### config.mk
export PLATFORM = sky130hd
export DESIGN_NAME = phase_lock_monitor
export DESIGN_NICKNAME = d
export VERILOG_FILES = /design/src/rtl/plm_pkg.sv /design/src/rtl/plm_classifier.sv /design/src/rtl/plm_run_counter.sv /design/src/rtl/plm_lock_flag.sv /design/src/rtl/phase_lock_monitor.sv
export SDC_FILE = /design/constraint.sdc
export NUM_CORES = 1
export LEC_CHECK = 0
export BUFFER_PORTS_ARGS = -buffer_cell sky130_fd_sc_hd__buf_4
export CAP_MARGIN = 15
export CELL_PAD_IN_SITES_DETAIL_PLACEMENT = 1
export CELL_PAD_IN_SITES_GLOBAL_PLACEMENT = 2
export CORE_MARGIN = 2
export CORE_UTILIZATION = 25
export DETAILED_ROUTE_END_ITERATION = 8
export HOLD_SLACK_MARGIN = 0.15
export PLACE_DENSITY = 0.88
export SYNTH_ARGS = -nofsm -noshare
export SYNTH_HDL_FRONTEND = slang
export SYNTH_SLANG_ARGS = --single-unit
export TNS_END_PERCENT = 20
### constraint.sdc
create_clock -name clk -period 2.1 [get_ports clk]
set_clock_uncertainty 0.1 [all_clocks]
set_input_delay 0.42 -clock clk [delete_from_list [all_inputs] [get_ports clk]]
set_output_delay 0.42 -clock clk [all_outputs]
set_load 0.03 [all_outputs]
### src/rtl/plm_pkg.sv
package plm_pkg;

   // Classification of one phase-detector sample
   typedef struct packed {
      logic valid;   // sample present this cycle
      logic good;    // strictly below the acquire threshold
      logic bad;     // strictly above the release threshold
   } err_class_t;

endpackage

### src/rtl/plm_classifier.sv
module plm_classifier
   import plm_pkg::*;
#(
   parameter int ERR_W      = 8,
   parameter bit REGISTERED = 1'b0
) (
   input  logic             clk,
   input  logic             rst_n,
   input  logic             err_valid,
   input  logic [ERR_W-1:0] err_mag,
   input  logic [ERR_W-1:0] tight_lim,
   input  logic [ERR_W-1:0] loose_lim,
   output err_class_t       cls
);

   err_class_t cls_d;

   always_comb begin
      cls_d.valid = err_valid;
      cls_d.good  = err_valid && (err_mag < tight_lim);
      cls_d.bad   = err_valid && (err_mag > loose_lim);
   end

   generate
      if (REGISTERED) begin : g_reg
         err_class_t cls_q;
         always_ff @(posedge clk or negedge rst_n) begin
            if (!rst_n) cls_q <= '0;
            else        cls_q <= cls_d;
         end
         assign cls = cls_q;
      end else begin : g_comb
         assign cls = cls_d;
      end
   endgenerate

endmodule

### src/rtl/plm_run_counter.sv
module plm_run_counter
   import plm_pkg::*;
#(
   parameter int SHORT_RUN = 3,
   parameter int LONG_RUN  = 5,
   parameter int CNT_W     = 3
) (
   input  logic             clk,
   input  logic             rst_n,
   input  err_class_t       cls,
   input  logic             locked,
   input  logic             long_run,
   output logic             reach,
   output logic [CNT_W-1:0] run_cnt
);

   localparam logic [CNT_W:0] NEED_S = (CNT_W+1)'(SHORT_RUN);
   localparam logic [CNT_W:0] NEED_L = (CNT_W+1)'(LONG_RUN);

   logic [CNT_W:0] next_run;
   logic [CNT_W:0] need;

   always_comb begin
      need     = long_run ? NEED_L : NEED_S;
      next_run = {1'b0, run_cnt} + (CNT_W+1)'(1);
      reach    = !locked && cls.valid && cls.good && (next_run >= need);
   end

   always_ff @(posedge clk or negedge rst_n) begin
      if (!rst_n) begin
         run_cnt <= '0;
      end else if (locked || reach) begin
         run_cnt <= '0;
      end else if (cls.valid) begin
         run_cnt <= cls.good ? next_run[CNT_W-1:0] : '0;
      end
   end

endmodule

### src/rtl/plm_lock_flag.sv
module plm_lock_flag
   import plm_pkg::*;
(
   input  logic       clk,
   input  logic       rst_n,
   input  err_class_t cls,
   input  logic       reach,
   output logic       locked
);

   always_ff @(posedge clk or negedge rst_n) begin
      if (!rst_n) begin
         locked <= 1'b0;
      end else if (locked) begin
         if (cls.valid && cls.bad) locked <= 1'b0;
      end else if (reach) begin
         locked <= 1'b1;
      end
   end

endmodule

### src/rtl/phase_lock_monitor.sv
module phase_lock_monitor
   import plm_pkg::*;
#(
   parameter int ERR_W      = 8,
   parameter int SHORT_RUN  = 3,
   parameter int LONG_RUN   = 5,
   parameter bit REG_CLASS  = 1'b0
) (
   input  logic             clk,
   input  logic             rst_n,
   input  logic             err_valid,
   input  logic [ERR_W-1:0] err_mag,
   input  logic             long_run,
   input  logic [ERR_W-1:0] tight_lim,
   input  logic [ERR_W-1:0] loose_lim,
   output logic             locked
);

   localparam int CNT_W = (LONG_RUN < 2) ? 1 : $clog2(LONG_RUN);

   generate
      if (ERR_W < 1) begin : g_bad_w
         $error("ERR_W must be at least 1");
      end
      if (SHORT_RUN < 1) begin : g_bad_s
         $error("SHORT_RUN must be at least 1");
      end
      if (LONG_RUN < SHORT_RUN) begin : g_bad_l
         $error("LONG_RUN must not be below SHORT_RUN");
      end
   endgenerate

   err_class_t       cls;
   logic             reach;
   logic [CNT_W-1:0] run_cnt;

   plm_classifier #(.ERR_W(ERR_W), .REGISTERED(REG_CLASS)) u_class (
      .clk(clk), .rst_n(rst_n), .err_valid(err_valid), .err_mag(err_mag),
      .tight_lim(tight_lim), .loose_lim(loose_lim), .cls(cls)
   );

   plm_run_counter #(.SHORT_RUN(SHORT_RUN), .LONG_RUN(LONG_RUN), .CNT_W(CNT_W)) u_run (
      .clk(clk), .rst_n(rst_n), .cls(cls), .locked(locked),
      .long_run(long_run), .reach(reach), .run_cnt(run_cnt)
   );

   plm_lock_flag u_flag (
      .clk(clk), .rst_n(rst_n), .cls(cls), .reach(reach), .locked(locked)
   );

endmodule

==> results.yml, run 1 <==
final_layout:
  drive_gt1_share_pct: 38.2
  final_cell_count_no_fill: 140
  area_delta_synth_final_pct: 47.6
  diodes: 0
  nets: 157
route:
  drc: 0
  wl_per_cell_um: 11.7
  drtIter0Drc: 3
  vias: 667
  wl_um: 1640
  viasPerCell: 4.76
  antenna_left: 0
  dr.pass1.iters: 3
global_route:
  grt_pass1_vias: 739
  met2_usage_pct: 25.4
  grtUsageTotal_pct: 13.8
  grt-ovfl-total: 0
  gr-max-usage-layer: "met2"
  grt_max_degree: 7
  grt_first_pass_wirelength_um: 2950
  use_met1_pct: 15.5
  grt_use_met3_pct: 2.69
  antenna_found_initial: 0
floorplanning:
  initial_utilization_pct: 26.2
  coreArea_um2: 2480
  num_io_pins: 29
  rows: 18
  die_h_um: 55.0
  fp.dieW_um: 55.0
  die-area_um2: 3020
synth:
  synth_flop_cell: "dfrtp_1"
  synth-async-reset-ratio_pct: 100
  syn_area_um2: 649
  postSynthAreaPerCell_um2: 8.54
  synth_seq_cells: 4
  synth_common_cells: "inv_1, ha_1, dfrtp_1, nor2_1"
  syn_nets: 121
  yosysTopAreaCell: "ha_1"
  synth_cell_types: 28
  synth_warnings: 0
  synthCells: 76
  synth_most_common_cell: "inv_1"
  synth.top_cell.area_share_pct: 32.8
  synth-edff-count: 0
  synth.area.top_cells: "ha_1, dfrtp_1, inv_1"
  ys_seq_area_share_pct: 15.4
timing:
  setup_ws_ns: 0.0998
  post-route-period-util_pct: 95.2
  report.final.slew_viol_count: 0
  fin_crit_ns: 2.00
  fmax_ghz: 0.500
  setup_viol: 0
  slew_headroom_pct: 80.5
  tightest_slew_ns: 0.291
  hold_viol_final: 0
placement:
  routabilityCongestion: 0.721
  dp_cells: 134
  place_ws_ns: -0.0184
  portBuffers: 28
  dp_hpwl_um: 1450
setup_path:
  ff2ff_setup_slack_ns: 0.1
  cp_max_fo: 4
  crit_type: "flip-flop to flip-flop"
  critPathMaxStageDelay_ns: 0.43
  setup.worst_path.end_class: "flip-flop"
  crit_chain: "ha_2 > xor2_1 > ha_1 > inv_1 > o311ai_4 > nor2b_1 > a32oi_1 > nor2_1"
  start_kind: "flip-flop"
  crit_arrival_ns: 2.02
  critPathSlowestCell: "dfrtp_2"
  cp_data_required_time_ns: 2.12
cts:
  cts.sinks: 4
  clock_path_buffers: 2
  root_buffer: "clkbuf_4"
  clk_latency_ns: 0.24
  cts_made_buffers: 3
  cts.clk_slew.worst_paths_ns: 0.04
  htree_levels: 1
  tritoncts: "yes"
power:
  vdd_drop_max_uv: 295
  p_total_w: 0.000487
  leakage_nw: 0.536
  p_per_area_nw_per_um2: 508
worst_hold_path:
  hp-class: "input pin to asynchronous set/reset pin"
job:
  maxCapViolations: 0
status:
  outcome: "finished, final reports clean"
metrics by stage:
stage                     cell area [um^2]  util, %  TNS (ns)  hold slack, ns
final                                  958     38.7         0           0.412
after global routing                   958     38.7  -0.00797           0.431
after CTS                              941     38.0         0           0.401
after detailed placement               897     36.2   -0.0184           0.122
after global placement                 897     36.2         0           0.119
after floorplan                        649        -         0          0.0244
placed cells by master, fill, tap and decap left out, drive strengths merged:
cell,n
a211oi,2
a21o,1
a21oi,3
a31o,1
a31oi,1
a32oi,2
and3,1
buf,30
clkbuf,3
dfrtp,4
dlygate4sd3,1
ha,17
inv,19
nand2,2
nand3,2
nand3b,2
nand4,2
nand4b,1
nor2,3
nor2b,2
nor3b,1
o211ai,3
o21ai,3
o21bai,1
o22ai,1
o311ai,1
xor2,1
sequential cells by signal, summed over array words and instances (netlist names):
name,count
u_run.run_cnt,3
u_flag.locked,1
report_power, final:
group | internal [W] | total, W | leakage [nW] | switching, W
Combinational | 0.000136 | 0.000260 | 0.471 | 0.000123
Clock | 0.0000644 | 0.000103 | 0.0138 | 0.0000381
Sequential | 0.0000962 | 0.000125 | 0.0514 | 0.0000286
Total | 0.000297 | 0.000487 | 0.536 | 0.000190
cell type report:
type | count | area, um^2
tap | 30 | 37.5
fill | 325 | 1520
inverter | 19 | 71.3
sequential | 4 | 101
timing repair buffer | 31 | 235
clock buffer | 3 | 22.5
multi-input combinational | 53 | 490
what timing repair did:
action / 4_1_cts / 5_1_grt
hold buffers: 1 / 0
pin swaps: 0 / 3
gates resized for setup: 2 / 1
endpoints found under the setup margin: 1 / 1
setup buffers: 0 / 2
hold endpoints to repair: 4 / 0
cloned: 0 / 0
critical path, delay by kind of cell (launching register included):
kind,cells,cell delay (ns)
adders and majority gates,2,0.51
xor gates and xnor gates,1,0.15
AOI/OAI and AO/OA,2,0.47
DFF,1,0.43
buffers and inverters,1,0.07
and+or+nand+nor,2,0.15
per-layer routing:
layer  vias up  share of wire, %
met5         -                 0
met1       307                44
met4         0              0.86
met2        15                51
met3         2               4.8
li1        343                 -
cells by family (layout without fill, tap and decap cells):
group	Yosys count	after routing	synth area share, %
fa+ha+maj	17	17	32.8
xor+xnor	1	1	1.35
simple gates	16	16	14.3
flops	4	4	15.4
buf+inv	19	53	11.0
compound gates	19	19	25.2
path summary, 6_finish.rpt:
check / from / endpoint / cells after the start
setup / recovery: u_run.run_cnt[0]$_DFFE_PN0P_ / u_run.run_cnt[2]$_DFFE_PN0P_ / 8
hold / removal: rst_n / u_run.run_cnt[0]$_DFFE_PN0P_ / 2
setup reg to reg: u_run.run_cnt[0]$_DFFE_PN0P_ / u_run.run_cnt[2]$_DFFE_PN0P_ / 8
hold reg to reg: u_flag.locked$_DFF_PN0_ / u_run.run_cnt[2]$_DFFE_PN0P_ / 1
max in group asynchronous: rst_n / u_run.run_cnt[0]$_DFFE_PN0P_ / 2
min in group clk: err_valid / u_flag.locked$_DFF_PN0_ / 4
No activity file was read; power rests on OpenSTA's default activity.
==> inputs of run 2 (changes only) <==
- CORE_UTILIZATION: 25 -> 24
- PLACE_DENSITY: 0.88 -> 0.87
- SYNTH_HIERARCHICAL: unset -> 1
==> run 2 against run 1 <==
  * Synthesized cell count grew 3.9%
  * Sequential share of layout area shrank 0.14 points
  * Clock-buffer cell count is the same
  * Final area grew 0.13%
  * Via count shrank 0.75%
  * Largest power group unchanged
  * Register-to-register slack is essentially flat
  * Synthesized area shrank 0.96%
  * Global-route usage shrank 1.9 points
  * Largest cell class unchanged
  * Core utilization shrank 0.30 points
==> results.yml, run 2 <==
synth:
  syn_area_um2: 643
  yosysTopAreaCell: "ha_1"
  synth_warnings: 6
  syn_nets: 124
  ys_seq_area_share_pct: 15.6
  synth_common_cells: "inv_1, ha_1, nand2_1"
  synth.area.top_cells: "ha_1, dfrtp_1, inv_1"
  synth_most_common_cell: "inv_1"
  synthCells: 79
  postSynthAreaPerCell_um2: 8.14
  synth_flop_cell: "dfrtp_1"
  synth-edff-count: 0
  synth-async-reset-ratio_pct: 100
  synth.top_cell.area_share_pct: 33.1
  synth_seq_cells: 4
  synth_cell_types: 26
floorplanning:
  fp.dieW_um: 55.8
  rows: 18
  initial_utilization_pct: 25.7
  num_io_pins: 29
  coreArea_um2: 2500
  die-area_um2: 3110
  die_h_um: 55.8
route:
  drtIter0Drc: 6
  viasPerCell: 4.63
  wl_per_cell_um: 11.2
  dr.pass1.iters: 4
  antenna_left: 0
  drc: 0
  wl_um: 1610
  vias: 662
timing:
  holdWs_ns: 0.320
  rsz0062_at_grt: "true"
  hold_viol_final: 0
  setup_viol: 0
  slew_headroom_pct: 82.0
  post-route-period-util_pct: 95.0
  fmax_ghz: 0.501
  tightest_slew_ns: 0.270
  report.final.slew_viol_count: 0
  fin_crit_ns: 1.99
  setup_ws_ns: 0.106
cts:
  cts.clk_slew.worst_paths_ns: 0.04
  tritoncts: "yes"
  root_buffer: "clkbuf_4"
  clock_path_buffers: 2
  clk_latency_ns: 0.23
  cts.sinks: 4
  cts_made_buffers: 3
  post_cts_buffers: 0
  htree_levels: 1
placement:
  dp_cells: 139
  place_ws_ns: -0.105
  dp_hpwl_um: 1470
  routabilityCongestion: 0.772
  portBuffers: 28
final_layout:
  nets: 160
  fillCellCount: 310
  mostFrequentLayoutCells: "buf_4, inv_1, ha_1, nand2_1"
  top_register: "u_run/run_cnt"
  final_cell_count_no_fill: 143
  diodes: 0
  largest_reg_flops: 3
  final_common_cell: "buf_4"
  drive_gt1_share_pct: 36.3
  area_delta_synth_final_pct: 49.2
  largestRegisters: "u_run/run_cnt x3, u_flag/locked x1"
setup_path:
  setup.worst_path.end_class: "flip-flop"
  start_kind: "flip-flop"
  crit_arrival_ns: 2.00
  crit_type: "flip-flop to flip-flop"
  cp_max_fo: 5
  cp_data_required_time_ns: 2.11
global_route:
  grt_pass1_vias: 718
  antenna_found_initial: 0
  grt-ovfl-total: 0
  grt_first_pass_wirelength_um: 2960
  grt_max_degree: 7
  grtUsageTotal_pct: 11.9
power:
  p_total_w: 0.000419
  p_per_area_nw_per_um2: 437
  vdd_drop_max_uv: 309
  leakage_nw: 0.529
worst_hold_path:
  hp-class: "input pin to flip-flop"
job:
  maxCapViolations: 0
status:
  outcome: "finished, final reports clean"
[run 2: cell count changes after synthesis, sizes merged, moves of 2 or more]
cell,previous run,this run
a31oi,1,3
nand2,2,5
o211ai,3,1
a32oi,2,0
[run 2: worst paths after layout]
check / from / endpoint / slack, ns / cells after the start
max in group asynchronous: rst_n / u_flag/locked$_DFF_PN0_ / 1.37 / 2
setup / recovery: u_run/run_cnt[0]$_DFFE_PN0P_ / u_run/run_cnt[2]$_DFFE_PN0P_ / 0.11 / 7
min in group asynchronous: rst_n / u_run/run_cnt[1]$_DFFE_PN0P_ / 0.43 / 2
setup reg to reg: u_run/run_cnt[0]$_DFFE_PN0P_ / u_run/run_cnt[2]$_DFFE_PN0P_ / 0.11 / 7
hold reg to reg: u_run/run_cnt[2]$_DFFE_PN0P_ / u_run/run_cnt[2]$_DFFE_PN0P_ / 0.41 / 1
hold / removal: err_valid / u_flag/locked$_DFF_PN0_ / 0.32 / 2
[run 2: final cells by class]
| class | count | area (um^2) | share of cell area (%) |
|---|---|---|---|
| Tap cell | 30 | 37.5 | 3.91 |
| Multi-Input combinational cell | 55 | 485 | 50.6 |
| Inverter | 19 | 71.3 | 7.43 |
| Clock buffer | 3 | 22.5 | 2.35 |
| Timing Repair Buffer | 32 | 243 | 25.3 |
| Sequential cell | 4 | 100 | 10.4 |
[run 2: logic make-up after synthesis]
logic type | Yosys count | share of synthesized area, %
AOI/OAI and AO/OA | 20 | 23.3
buffers and inverters | 20 | 12.3
adders and majority gates | 17 | 33.1
and+or+nand+nor | 16 | 12.8
DFF | 4 | 15.6
xor gates and xnor gates | 1 | 1.36
muxes | 1 | 1.56
[run 2: where the power goes]
group / total [W] / leakage [nW] / internal (W) / switching, W
clock: 0.0000927 / 0.0138 / 0.0000638 / 0.0000289
sequential: 0.000117 / 0.0538 / 0.0000911 / 0.0000256
combinational: 0.000210 / 0.461 / 0.000106 / 0.000103
[run 2: repair_timing]
action                     in CTS  in global routing
resized for setup               0                  5
hold buffers                    1                  0
hold endpoints to repair        4                  0
setup endpoints to repair       0                  4
[run 2: metal layers]
layer  vias to the layer above  GRT usage, %  wire, um  part of all wire, %
li1                        346             -         -                    -
met1                       299          13.6       714                   44
met2                        17          21.3       803                   50
met3                         0          2.79        88                  5.5
met4                         0          4.18         0                    0
met5                         -             0         0                    0
[run 2: worst max-delay path: stages, from the launching register on]
cell     delay (ns)
dfrtp_1        0.37
ha_2           0.21
xor2_1         0.15
ha_1           0.30
inv_1          0.05
o311a_4        0.40
a31oi_2        0.20
mux2i_1        0.09
[run 2: stage by stage]
stage | util (%) | TNS (ns) | area [um^2]
after floorplan | - | 0 | 643
after global placement | 36.2 | -0.0565 | 906
after detailed placement | 36.2 | -0.251 | 906
after CTS | 37.5 | 0 | 938
after global routing | 38.4 | -0.00698 | 960
final | 38.4 | 0 | 960
==> inputs of run 3 (changes only) <==
==> constraint.sdc (replaced) <==
create_clock -name clk -period 2.1 [get_ports clk]
set_clock_uncertainty 0.1 [all_clocks]
set_input_delay 0.105 -clock clk [delete_from_list [all_inputs] [get_ports clk]]
set_output_delay 0.105 -clock clk [all_outputs]
set_load 0.03 [all_outputs]
==> run 3 against run 2 <==
  * Clock-buffer cell count stayed put
  * Largest power group unchanged
  * Final area is 0.91% higher
  * Fmax is 0.23% lower
  * Global-route usage hardly changed
  * Highest routed layer is now met4
  * Sequential power hardly changed
  * Largest cell class unchanged
  * Non-clock buffer count is 1 higher
==> results.yml, run 3 (synthesized netlist as in run 2, its figures left out) <==
placement:
  placed_cell_area_um2: 891
  dp_hpwl_um: 1490
  dp_cells: 137
  place_ws_ns: 0.00415
  routabilityCongestion: 0.708
  portBuffers: 28
worst_hold_path:
  hp-class: "input pin to flip-flop"
  hp-start: "long_run"
cts:
  clock_path_buffers: 2
  tritoncts: "yes"
  cts_made_buffers: 3
  cts.clk_slew.worst_paths_ns: 0.04
  cts.sinks: 4
  htree_levels: 1
  root_buffer: "clkbuf_4"
  clk_latency_ns: 0.24
global_route:
  grt_pass1_vias: 746
  grtUsageTotal_pct: 11.9
  grt_first_pass_wirelength_um: 2960
  antenna_found_initial: 0
  grt-ovfl-total: 0
  grt_max_degree: 7
timing:
  fin_crit_ns: 2.00
  setup_viol: 0
  report.final.slew_viol_count: 0
  fmax_ghz: 0.500
  post-route-period-util_pct: 95.2
  setup_ws_ns: 0.101
  slew_headroom_pct: 83.4
  hold_viol_final: 0
  tightest_slew_ns: 0.248
floorplanning:
  rows: 18
  fp.dieW_um: 55.8
  die-area_um2: 3110
  die_h_um: 55.8
  initial_utilization_pct: 25.7
  coreArea_um2: 2500
  num_io_pins: 29
power:
  leakage_nw: 0.532
  clockPowerShare_pct: 22.8
  swShare_pct: 37.3
  vdd_drop_max_uv: 304
  power_switching_w: 0.000155
  combPwrFrac_pct: 49.7
  p_per_area_nw_per_um2: 430
  p_int_w: 0.000261
  p_total_w: 0.000416
  p_seq_share_pct: 27.4
final_layout:
  largest_reg_flops: 3
  nets: 161
  top_register: "u_run/run_cnt"
  mostFrequentLayoutCells: "buf_4, inv_1, ha_1, nand2_1"
  final_cell_count_no_fill: 144
  largestRegisters: "u_run/run_cnt x3, u_flag/locked x1"
  design_area_um2: 968
  post-route-util_pct: 38.7
  area_delta_synth_final_pct: 50.6
  final_common_cell: "buf_4"
  diodes: 0
  drive_gt1_share_pct: 33.3
setup_path:
  start_kind: "flip-flop"
  crit_type: "flip-flop to flip-flop"
  cp_max_fo: 5
  startpoint: "u_run/run_cnt[1]$_DFFE_PN0P_"
  cp_data_required_time_ns: 2.11
  setup.worst_path.end_class: "flip-flop"
  crit_arrival_ns: 2.01
  r2r-start: "u_run/run_cnt[1]$_DFFE_PN0P_"
route:
  drtIter0Drc: 13
  drc: 0
  antenna_left: 0
  dr.pass1.iters: 4
  wl_um: 1700
  wl_per_cell_um: 11.8
  viasPerCell: 4.78
  vias: 689
status:
  outcome: "finished, final reports clean"
job:
  maxCapViolations: 0
[run 3: path summary, 6_finish.rpt]
kind	slack, ns	cells after the start	endpoint
setup / recovery	0.10	7	u_run/run_cnt[2]$_DFFE_PN0P_
hold / removal	0.27	5	u_run/run_cnt[0]$_DFFE_PN0P_
setup reg to reg	0.10	7	u_run/run_cnt[2]$_DFFE_PN0P_
hold reg to reg	0.44	1	u_run/run_cnt[2]$_DFFE_PN0P_
max in group asynchronous	1.03	3	u_run/run_cnt[1]$_DFFE_PN0P_
min in group asynchronous	0.69	3	u_flag/locked$_DFF_PN0_
[run 3: repair_timing]
action	in CTS	in global routing
hold endpoints to repair	6	0
buffers inserted	0	1
gates resized for setup	0	3
hold buffers	3	0
endpoints found under the setup margin	0	3
[run 3: final cells by class]
class | instances | area, um^2
multi-input combinational | 55 | 482
inverter | 19 | 71.3
fill | 321 | 1530
clock buffer | 3 | 22.5
timing repair buffer | 33 | 255
sequential | 4 | 100
tap | 30 | 37.5
[run 3: per-stage QoR]
| stage | setup TNS (ns) | hold WS (ns) |
|---|---|---|
| floorplan | 0 | -0.291 |
| global placement | 0 | -0.197 |
| detailed placement | 0 | -0.196 |
| CTS | 0 | 0.260 |
| global route | -0.000554 | 0.318 |
| finish | 0 | 0.268 |
[run 3: power by group through the flow]
stage | clock network, W | registers (W) | logic [W]
2_1_floorplan | 0 | 0.000129 | 0.0000904
3_3_place_gp | 0 | 0.000109 | 0.000194
3_5_place_dp | 0 | 0.000111 | 0.000201
4_1_cts | 0.000100 | 0.000110 | 0.000206
5_1_grt | 0.000107 | 0.000118 | 0.000232
6_report | 0.0000950 | 0.000114 | 0.000207
[run 3: worst max-delay path, stage by stage (launching register included)]
cell,delay (ns)
dfrtp_1,0.42
ha_4,0.19
xor2_1,0.14
ha_1,0.30
inv_1,0.05
o311a_4,0.40
a31oi_1,0.19
mux2i_1,0.09
[run 3: layer usage]
| layer | up-vias | track usage (%) | part of all wire (%) | wire length (um) |
|---|---|---|---|---|
| met5 | - | 0 | 0 | 0 |
| met4 | 0 | 5.23 | 0.77 | 13 |
| met3 | 2 | 2.33 | 4.4 | 75 |
| met2 | 19 | 21.8 | 52 | 890 |
| met1 | 321 | 13.0 | 42 | 718 |
| li1 | 347 | - | - | - |
